`src/rtl/tlb_pkg.sv`:
```
package tlb_pkg;
    localparam int VA_W   = 14;
    localparam int PA_W   = 12;
    localparam int OFF_W  = 6;
    localparam int SETS   = 4;
    localparam int WAYS   = 4;

    localparam int VPN_W  = VA_W - OFF_W;
    localparam int IDX_W  = $clog2(SETS);
    localparam int TAG_W  = VPN_W - IDX_W;
    localparam int PPN_W  = PA_W - OFF_W;
    localparam int WAY_W  = $clog2(WAYS);

    // Write action chosen for a refill inside one set
    typedef enum logic [1:0] {
        ACT_UPDATE = 2'd0,
        ACT_FILL   = 2'd1,
        ACT_EVICT  = 2'd2
    } wr_act_e;
endpackage

```
`src/rtl/tlb_victim.sv`:
```
module tlb_victim
    import tlb_pkg::*;
(
    input  logic [WAYS-1:0]  valid_i,
    input  logic [WAYS-1:0]  match_i,
    input  logic [WAY_W-1:0] rr_i,
    output wr_act_e          act_o,
    output logic [WAY_W-1:0] way_o
);
    logic [WAY_W-1:0] match_way;
    logic [WAY_W-1:0] free_way;

    // Encode the matching way; at most one can match
    always_comb begin
        match_way = '0;
        for (int w = 0; w < WAYS; w++) begin
            if (match_i[w]) match_way = w[WAY_W-1:0];
        end
    end

    // Lowest-numbered invalid way wins: scan from the top down
    always_comb begin
        free_way = '0;
        for (int w = WAYS - 1; w >= 0; w--) begin
            if (!valid_i[w]) free_way = w[WAY_W-1:0];
        end
    end

    always_comb begin
        if (|match_i) begin
            act_o = ACT_UPDATE;
            way_o = match_way;
        end else if (!(&valid_i)) begin
            act_o = ACT_FILL;
            way_o = free_way;
        end else begin
            act_o = ACT_EVICT;
            way_o = rr_i;
        end
    end
endmodule

```
`src/rtl/tlb_set.sv`:
```
module tlb_set
    import tlb_pkg::*;
(
    input  logic             clk,
    input  logic             rst_n,
    input  logic             flush_i,
    input  logic             we_i,
    input  logic [TAG_W-1:0] wr_tag_i,
    input  logic [PPN_W-1:0] wr_ppn_i,
    input  logic [TAG_W-1:0] lk_tag_i,
    output logic             lk_hit_o,
    output logic [PPN_W-1:0] lk_ppn_o
);
    logic [WAYS-1:0]  valid_q;
    logic [TAG_W-1:0] tag_q [WAYS];
    logic [PPN_W-1:0] ppn_q [WAYS];
    logic [WAY_W-1:0] rr_q;

    logic [WAYS-1:0]  lk_match;
    logic [WAYS-1:0]  wr_match;
    wr_act_e          act;
    logic [WAY_W-1:0] wr_way;

    for (genvar w = 0; w < WAYS; w++) begin : g_cmp
        assign lk_match[w] = valid_q[w] && (tag_q[w] == lk_tag_i);
        assign wr_match[w] = valid_q[w] && (tag_q[w] == wr_tag_i);
    end

    always_comb begin
        lk_ppn_o = '0;
        for (int w = 0; w < WAYS; w++) begin
            if (lk_match[w]) lk_ppn_o = lk_ppn_o | ppn_q[w];
        end
    end
    assign lk_hit_o = |lk_match;

    tlb_victim u_victim (
        .valid_i (valid_q),
        .match_i (wr_match),
        .rr_i    (rr_q),
        .act_o   (act),
        .way_o   (wr_way)
    );

    // Valid flags and replacement pointer
    always_ff @(posedge clk) begin
        if (!rst_n) begin
            valid_q <= '0;
            rr_q    <= '0;
        end else if (flush_i) begin
            valid_q <= '0;
        end else if (we_i) begin
            valid_q[wr_way] <= 1'b1;
            unique case (act)
                ACT_EVICT:  rr_q <= rr_q + 1'b1;
                ACT_UPDATE,
                ACT_FILL:   rr_q <= rr_q;
                default:    rr_q <= rr_q;
            endcase
        end
    end

    // Entry payload
    always_ff @(posedge clk) begin
        if (!rst_n) begin
            for (int w = 0; w < WAYS; w++) begin
                tag_q[w] <= '0;
                ppn_q[w] <= '0;
            end
        end else if (we_i && !flush_i) begin
            tag_q[wr_way] <= wr_tag_i;
            ppn_q[wr_way] <= wr_ppn_i;
        end
    end

    a_r6_no_duplicate: assert property (@(posedge clk) disable iff (!rst_n)
        $onehot0(lk_match));

    a_r8_flush_clears: assert property (@(posedge clk) disable iff (!rst_n)
        flush_i |=> (valid_q == '0));

    a_r7_ptr_hold: assert property (@(posedge clk) disable iff (!rst_n)
        (!we_i || act != ACT_EVICT) |=> $stable(rr_q));

    a_r5_write_lands: assert property (@(posedge clk) disable iff (!rst_n)
        (we_i && !flush_i) |=> (valid_q != '0));
endmodule

```
`src/rtl/tlb_xlate.sv`:
```
module tlb_xlate
    import tlb_pkg::*;
(
    input  logic            clk,
    input  logic            rst_n,
    input  logic            req_valid,
    input  logic [VA_W-1:0] req_vaddr,
    output logic            hit,
    output logic            miss,
    output logic [PA_W-1:0] paddr,
    input  logic            fill_en,
    input  logic [VPN_W-1:0] fill_vpn,
    input  logic [PPN_W-1:0] fill_ppn,
    input  logic            flush
);
    logic [IDX_W-1:0] lk_idx;
    logic [TAG_W-1:0] lk_tag;
    logic [OFF_W-1:0] lk_off;
    logic [IDX_W-1:0] wr_idx;
    logic [TAG_W-1:0] wr_tag;

    assign lk_off = req_vaddr[OFF_W-1:0];
    assign lk_idx = req_vaddr[OFF_W +: IDX_W];
    assign lk_tag = req_vaddr[VA_W-1 -: TAG_W];
    assign wr_idx = fill_vpn[IDX_W-1:0];
    assign wr_tag = fill_vpn[VPN_W-1 -: TAG_W];

    logic [SETS-1:0]  set_hit;
    logic [PPN_W-1:0] set_ppn [SETS];

    for (genvar s = 0; s < SETS; s++) begin : g_set
        logic we;
        assign we = fill_en && !flush && (wr_idx == s[IDX_W-1:0]);
        tlb_set u_set (
            .clk      (clk),
            .rst_n    (rst_n),
            .flush_i  (flush),
            .we_i     (we),
            .wr_tag_i (wr_tag),
            .wr_ppn_i (fill_ppn),
            .lk_tag_i (lk_tag),
            .lk_hit_o (set_hit[s]),
            .lk_ppn_o (set_ppn[s])
        );
    end

    always_comb begin
        hit   = req_valid && set_hit[lk_idx];
        miss  = req_valid && !set_hit[lk_idx];
        paddr = hit ? {set_ppn[lk_idx], lk_off} : '0;
    end

    a_r3_hit_miss_excl: assert property (@(posedge clk) disable iff (!rst_n)
        !(hit && miss));

    a_r3_idle_quiet: assert property (@(posedge clk) disable iff (!rst_n)
        !req_valid |-> (!hit && !miss && paddr == '0));

    a_r8_flush_then_miss: assert property (@(posedge clk) disable iff (!rst_n)
        flush |=> !hit);
endmodule

```
`config.mk`:
```
export PLATFORM = sky130hd
export DESIGN_NAME = tlb_xlate
export DESIGN_NICKNAME = d
export VERILOG_FILES = /design/src/rtl/tlb_pkg.sv /design/src/rtl/tlb_victim.sv /design/src/rtl/tlb_set.sv /design/src/rtl/tlb_xlate.sv
export SDC_FILE = /design/constraint.sdc
export NUM_CORES = 1
export LEC_CHECK = 0
export BUFFER_PORTS_ARGS = -buffer_cell sky130_fd_sc_hd__buf_2
export CELL_PAD_IN_SITES_DETAIL_PLACEMENT = 2
export CELL_PAD_IN_SITES_GLOBAL_PLACEMENT = 2
export CORE_UTILIZATION = 40
export DETAILED_ROUTE_END_ITERATION = 12
export PLACE_DENSITY = 0.83
export SLEW_MARGIN = 20
export SYNTH_ARGS = -nofsm -noshare
export SYNTH_HDL_FRONTEND = slang
export SYNTH_HIERARCHICAL = 1
export SYNTH_SLANG_ARGS = --single-unit
```
`constraint.sdc`:
```
create_clock -name clk -period 8.3 [get_ports clk]
set_clock_uncertainty 0.05 [all_clocks]
set_input_delay 1.245 -clock clk [delete_from_list [all_inputs] [get_ports clk]]
set_output_delay 1.245 -clock clk [all_outputs]
set_load 0.02 [all_outputs]
```
==> results.yml, run 1 <==
logic_synthesis:
  synth_top_family_by_area: "simple AND/OR/NAND/NOR gates"
  synth_xor_area_share_pct: 14.5
  synthMuxAreaShare_pct: 1.37
  yosysSeqAreaShare_pct: 51.6
  synthAdderAreaFrac_pct: 0
  postSynthAreaPerCell_um2: 10.5
  synth_nets: 1191
  postSynth.asyncResetShare_pct: 0
  ys_ff_latch: 216
  syn-cell-area_um2: 12100
  yosysUniqueCellTypes: 62
  ys_warn_count: 6
  syn_inst: 1158
  synth_edf_count: 192
  synthFlopType: "edfxtp_1"
  synth-simple-area-share_pct: 23.7
  synth-compound-area-share_pct: 4.47
clocking:
  clockRootBuffer: "clkbuf_16"
  cts_htree_levels: 1
  clk_latency_ns: 0.54
  postCtsSetupBuffers: 0
  clkTransAtPathRegs_ns: 0.06
  clock_sinks: 216
  post_cts_resized: 0
  numCtsBuffers: 26
  postCtsHoldBufs: 0
  cts_buffer_depth: 3
  cts_tree: "done"
setup_path:
  start_kind: "primary input"
  max_stage_delay_ns: 0.81
  crit_fanout: 16
  reg2reg_from: "g_set[3].u_set/tag_q[0][1]"
  cp.depth: 9
  setup.worst_path.end_class: "output pin"
  worstRegToRegCells: 9
  crit_chain: "buf_2 > xor2_1 > nor3_1 > nand3_1 > nand4_1 > mux2i_1 > o22ai_2 > and2_2 > buf_2"
  startpoint: "req_vaddr[11]"
  required_ns: 7.01
  cp_top_family: "simple AND/OR/NAND/NOR gates"
  rrSetupSlack_ns: 4.11
  path_common_cell: "buf_2"
  rr_endpoint: "g_set[3].u_set/tag_q[2][1]"
  crit_buf_inv: 2
  cp.arrival_ns: 4.43
  slowest_stage: "o22ai_2"
  crit_type: "in -> out"
place:
  gp_congestion: 0.828
  portBuffers: 46
  dpl_cell_area_um2: 12800
  dp_hpwl_um: 31200
  place_ws_ns: 2.67
global_routing:
  track_usage_pct: 28.8
  grt_pass1_wl_um: 66200
  first_global_vias: 10249
  grt_max_degree: 33
  antenna_found_initial: 2
  gr-total-overflow: 0
sta:
  fin_crit_sh_pct: 68.9
  tightest_slew_ns: 1.05
  tns_ns: 0
  finalSetupViolations: 0
  setup_slack_ns: 2.58
  period_needed_ns: 5.72
  rsz0062_at_grt: "false"
  fmax_ghz: 0.175
  max_slew_margin_pct: 29.0
  hold_viol: 0
  worst_hold_slack_ns: 0.497
  report.final.slew_viol_count: 0
run_status:
  outcome: "completed"
hold_path:
  hold_path_class: "reg -> reg"
  min_delay_path_depth: 2
  worstHoldStart: "g_set[0].u_set/valid_q[1]"
  hold_end: "g_set[0].u_set/valid_q[1]"
detailed_routing:
  wire_per_inst_um: 26.9
  wl_um: 43600
  first_pass_iters: 5
  via_per_inst: 5.83
  vias: 9432
  drc: 0
  first_iter_violations: 698
  final_antenna_net_count: 0
floorplan:
  fp-row-count: 63
  core_um2: 29700
  start_util_pct: 40.7
  die_area_um2: 31000
  io_pins: 47
  fp.dieH_um: 176
  fp.dieW_um: 176
pwr:
  irDropWorstVdd_v: 0.000183
  leakage_uw: 0.00521
  cellPowerDensity_nw_per_um2: 189
layout:
  finish.instance_area_um2: 13600
  areaGrowthSynthToFinish_pct: 12.5
  fillers: 3059
  layout.nets: 1242
  layout-drive-gt1-share_pct: 13.8
run:
  cap_violations: 0
worst max path at each step:
stage,endpoint,slack (ns)
after CTS,paddr[0],2.66
after global routing,paddr[0],2.48
after global placement,paddr[0],2.84
after detailed placement,paddr[0],2.67
final,paddr[0],2.58
after floorplan,g_set[1].u_set/ppn_q[1][0],3.95
report_power, final:
group	internal [uW]	total, uW	switching, uW	leakage [uW]
clock network	642	1100	462	0.000393
logic	65.6	225	159	0.00268
registers	1220	1250	29.7	0.00213
total	1930	2580	651	0.00521
registers in the layout (all words and copies together), names as in the netlist:
register and count:
g_set.u_set/ppn_q 96, g_set.u_set/tag_q 96, g_set.u_set/valid_q 16, g_set.u_set/rr_q 8
layer usage:
metal	vias up	wire (um)	part of all wire, %	track usage, %
li1	4161	-	-	-
met1	4944	18500	42	37.1
met2	250	22100	51	50.9
met3	77	1640	3.8	3.01
met4	0	1380	3.2	8.73
met5	-	0	0	0
per-stage QoR:
step                      cells  power (uW)  utilization [%]
after global routing       1618        2650             45.8
final                      1619        2580             45.8
after floorplan            1158        1390                -
after global placement     1571        1480             43.0
after CTS                  1618        2600             45.8
after detailed placement   1571        1490             43.0
worst register-to-register path, stage by stage, from the launching register on:
cell and delay [ns]:
edfxtp_1 0.45, xnor2_1 0.19, nand4_1 0.11, nor4_1 0.76
inv_1 0.16, a21oi_1 0.22, o31ai_2 0.13, nand3b_1 0.54
o21ai_0 0.98, buf_4 0.31
final cells by class:
cell class,instances,area (um^2),area share [%]
Timing Repair Buffer,69,403,2.96
Antenna cell,1,2.50,0.0184
Sequential cell,216,6250,45.9
Multi-Input combinational cell,812,5350,39.3
Clock buffer,36,729,5.36
Tap cell,390,488,3.58
Inverter,84,315,2.32
Clock inverter,11,85.1,0.625
cells by family after synthesis:
family | count (synthesis)
multiplexers | 9
AO/OA/AOI/OAI | 69
buffers and inverters | 130
AND/OR/NAND/NOR | 534
flip-flops | 216
XOR/XNOR | 200
cell usage after synthesis, types with 13 or more instances:
| library cell | number | area share [%] |
|---|---|---|
| o21ai_0 | 14 | 0.58 |
| and2_1 | 28 | 1.4 |
| nand2b_1 | 13 | 0.67 |
| nand4_1 | 70 | 3.6 |
| xnor2_1 | 62 | 4.5 |
| nor4_1 | 26 | 1.3 |
| and3_1 | 40 | 2.1 |
| dfxtp_1 | 24 | 4.0 |
| nand3_1 | 34 | 1.4 |
| nor2_1 | 170 | 5.3 |
| xor2_1 | 137 | 9.9 |
| nand2_1 | 88 | 2.7 |
| a21oi_1 | 21 | 0.87 |
| clkbuf_1 | 33 | 1.0 |
| nor3_2 | 14 | 1.2 |
| edfxtp_1 | 192 | 48 |
| inv_1 | 83 | 2.6 |
cells in the final DEF, fill, tap and decap left out, drive strengths merged, types with 2 or more instances in the layout:
| master | instances |
|---|---|
| edfxtp | 192 |
| nor2 | 172 |
| xor2 | 138 |
| nand2 | 89 |
| inv | 84 |
| nand4 | 73 |
| buf | 69 |
| xnor2 | 62 |
| and3 | 41 |
| clkbuf | 36 |
| nand3 | 34 |
| and2 | 32 |
| nor4 | 26 |
| dfxtp | 24 |
| nor3 | 22 |
| a21oi | 21 |
| o21ai | 15 |
| nand2b | 13 |
| o2111ai | 11 |
| nand3b | 7 |
| clkinv | 7 |
| mux4 | 6 |
| o211ai | 6 |
| or4 | 6 |
| o41ai | 5 |
| o31ai | 4 |
| nor3b | 4 |
| a22oi | 4 |
| clkinvlp | 3 |
| and2b | 3 |
| and4bb | 3 |
| mux2i | 2 |
| and3b | 2 |
| or3b | 2 |
| a32oi | 2 |
Power figures use the tool's default switching activity.
==> inputs of run 2 (changes only) <==
--- a/config.mk
+++ b/config.mk
@@ -5,12 +5,13 @@
 export SDC_FILE = /design/constraint.sdc
 export NUM_CORES = 1
 export LEC_CHECK = 0
+export ABC_AREA = 1
 export BUFFER_PORTS_ARGS = -buffer_cell sky130_fd_sc_hd__buf_2
 export CELL_PAD_IN_SITES_DETAIL_PLACEMENT = 2
 export CELL_PAD_IN_SITES_GLOBAL_PLACEMENT = 2
-export CORE_UTILIZATION = 40
+export CORE_UTILIZATION = 38
 export DETAILED_ROUTE_END_ITERATION = 12
-export PLACE_DENSITY = 0.83
+export PLACE_DENSITY = 0.86
 export SLEW_MARGIN = 20
 export SYNTH_ARGS = -nofsm -noshare
 export SYNTH_HDL_FRONTEND = slang
==> constraint.sdc (replaced) <==
create_clock -name clk -period 5.88 [get_ports clk]
set_clock_uncertainty 0.05 [all_clocks]
set_input_delay 0.882 -clock clk [delete_from_list [all_inputs] [get_ports clk]]
set_output_delay 0.882 -clock clk [all_outputs]
set_load 0.02 [all_outputs]
==> run 2 against run 1 <==
Core utilization down 2.3 points. Clock power is 54% higher. Synthesized cell count rose by 45%. Global-route usage rose by 1.8 points. Synthesized area rose by 7.6%. Design area is 7.4% higher. Combinational power grew 54%. Cell count up 37%. Power increased by 47%. Largest cell class unchanged.
==> results.yml, run 2 <==
setup_path:
  crit_chain: "buf_2 > inv_2 > nand2_1 > nand3_1 > nor2_2 > nand3_1 > nand2_1 > inv_1 > nand2_1 > inv_1 > nand2_1 > nand3_1 > nand2_1 > inv_1 > nor2_1 > buf_2"
  max_stage_delay_ns: 0.54
  slowest_stage: "buf_2"
  worstRegToRegCells: 12
  crit_buf_inv: 6
  crit_type: "in -> out"
  path_common_cell: "nand2_1"
  required_ns: 4.95
  cp_top_family: "simple AND/OR/NAND/NOR gates"
  rr_endpoint: "g_set[0].u_set/tag_q[0][1]"
  reg2reg_from: "g_set[0].u_set/tag_q[2][2]"
  setup.worst_path.end_class: "output pin"
  cp.arrival_ns: 3.33
  crit_fanout: 20
  start_kind: "primary input"
  rrSetupSlack_ns: 2.61
pwr:
  power_uw: 3800
  p_clk_share_pct: 44.5
  pwr-share-comb_pct: 9.1
  p_sw_share_pct: 26.0
  irDropWorstVdd_v: 0.000176
  cellPowerDensity_nw_per_um2: 260
  leakage_uw: 0.00620
  p_int_uw: 2810
  pwr-share-seq_pct: 46.4
  power.switching_uw: 988
sta:
  period_needed_ns: 4.26
  tightest_slew_ns: 0.764
  worst_hold_slack_ns: 0.410
  fmax_ghz: 0.235
  rsz0062_at_grt: "false"
  finalSetupViolations: 0
  tns_ns: 0
  fin_crit_sh_pct: 72.5
  max_slew_margin_pct: 49.1
  hold_viol: 0
  report.final.slew_viol_count: 0
clocking:
  cts_tree: "done"
  clk_latency_ns: 0.55
  clock_sinks: 216
  cts_buffer_depth: 3
  postCtsSetupBuffers: 0
  clockRootBuffer: "clkbuf_16"
  numCtsBuffers: 26
  postCtsHoldBufs: 0
  cts_htree_levels: 1
  post_cts_resized: 0
  clkTransAtPathRegs_ns: 0.06
logic_synthesis:
  yosysSeqAreaShare_pct: 48.0
  synth_area_leader_cell: "edfxtp_1"
  yosysUniqueCellTypes: 39
  postSynth.asyncResetShare_pct: 0
  syn-cell-area_um2: 13000
  synthFlopType: "edfxtp_1"
  postSynthAreaPerCell_um2: 7.75
  syn_inst: 1681
  yosys.cell_count.top_type: "nand2_1"
  ys_ff_latch: 216
  synth_nets: 1714
  synth.cells.most_frequent: "nand2_1, inv_1, nor2_1"
  yosysTopAreaCellShare_pct: 44.3
  synthTopCellsByArea: "edfxtp_1, nand2_1, inv_1, nor2_1, nand3_1"
  synth_edf_count: 192
  ys_warn_count: 6
layout:
  diodes: 0
  layout_commonest_cell: "nand2_1"
  areaGrowthSynthToFinish_pct: 12.3
  top_regs: "g_set.u_set/ppn_q x96, g_set.u_set/tag_q x96, g_set.u_set/valid_q x16"
  layout_common_cells: "nand2_1, inv_1, nor2_1, edfxtp_1, nand3_1"
  layout-drive-gt1-share_pct: 13.3
  fillers: 3862
  finish.instance_area_um2: 14600
  layout.nets: 1779
floorplan:
  io_pins: 47
  core_um2: 33600
  fp-row-count: 67
  start_util_pct: 38.7
  die_area_um2: 35000
  fp.dieH_um: 187
  fp.dieW_um: 187
global_routing:
  first_global_vias: 13404
  antenna_found_initial: 0
  grt_pass1_wl_um: 80900
  track_usage_pct: 30.6
  gr-total-overflow: 0
  grt_max_degree: 26
run:
  cap_violations: 0
place:
  dpl_cell_area_um2: 13800
  gp_congestion: 0.860
  portBuffers: 46
  dp_hpwl_um: 37000
hold_path:
  hold_end: "g_set[3].u_set/rr_q[1]"
  hold_path_class: "reg -> reg"
  min_delay_path_depth: 2
  worstHoldStart: "g_set[3].u_set/rr_q[1]"
detailed_routing:
  vias: 12018
  final_antenna_net_count: 0
  first_iter_violations: 717
  first_pass_iters: 5
  drc: 0
  wire_per_inst_um: 24.0
  via_per_inst: 5.43
  wl_um: 53000
run_status:
  outcome: "completed"
-- run 2: power groups by stage --
stage	clock [uW]	sequential, uW	combinational (uW)
final	1690	1760	347
after global routing	1780	1770	372
after CTS	1720	1760	344
after detailed placement	0	1790	335
after global placement	0	1790	316
after floorplan	0	1770	192
-- run 2: worst max path at each step --
stage	from	to	cells past startpoint
finish	req_vaddr[8]	paddr[11]	16
global route	req_vaddr[13]	paddr[11]	16
CTS	req_vaddr[10]	paddr[11]	16
detailed placement	fill_vpn[4]	g_set[0].u_set/tag_q[0][1]	13
global placement	req_vaddr[10]	paddr[11]	16
floorplan	fill_vpn[6]	g_set[0].u_set/ppn_q[2][0]	12
-- run 2: cells by family (layout without fill, tap and decap cells) --
logic type	count (synthesis)	count (layout)	share of synthesized area, %
and+or+nand+nor	917	917	32.1
xor gates and xnor gates	29	29	1.95
buffers and inverters	366	449	11.1
DFF	216	216	48.0
AOI/OAI and AO/OA	153	153	6.92
-- run 2: worst register-to-register path: cells and delay by family, from the launching register on --
kind | cells | cell delay, ns
DFF | 1 | 0.44
buffers and inverters | 2 | 0.16
AOI/OAI and AO/OA | 1 | 0.19
xor gates and xnor gates | 1 | 0.20
and+or+nand+nor | 8 | 1.83
-- run 2: stage by stage --
stage	setup WS (ns)	instances	utilization, %
final	1.62	2212	43.5
after global routing	1.47	2212	43.5
after CTS	1.63	2212	43.5
after detailed placement	1.64	2166	40.9
after global placement	1.77	2166	40.9
after floorplan	2.34	1681	-
-- run 2: per-layer routing --
layer | up-vias | global-route usage [%] | wire [um]
met1 | 6045 | 36.0 | 21200
li1 | 5466 | - | -
met5 | - | 0 | 0
met3 | 136 | 4.54 | 2670
met4 | 0 | 13.6 | 2240
met2 | 371 | 54.9 | 26900
-- run 2: cell type report --
| type | count | area, um^2 | share of cell area [%] |
|---|---|---|---|
| Clock buffer | 31 | 691 | 4.72 |
| Clock inverter | 15 | 170 | 1.16 |
| Inverter | 348 | 1320 | 9.01 |
| Multi-Input combinational cell | 1099 | 5340 | 36.5 |
| Sequential cell | 216 | 6250 | 42.7 |
| Tap cell | 448 | 561 | 3.83 |
| Timing Repair Buffer | 55 | 298 | 2.04 |
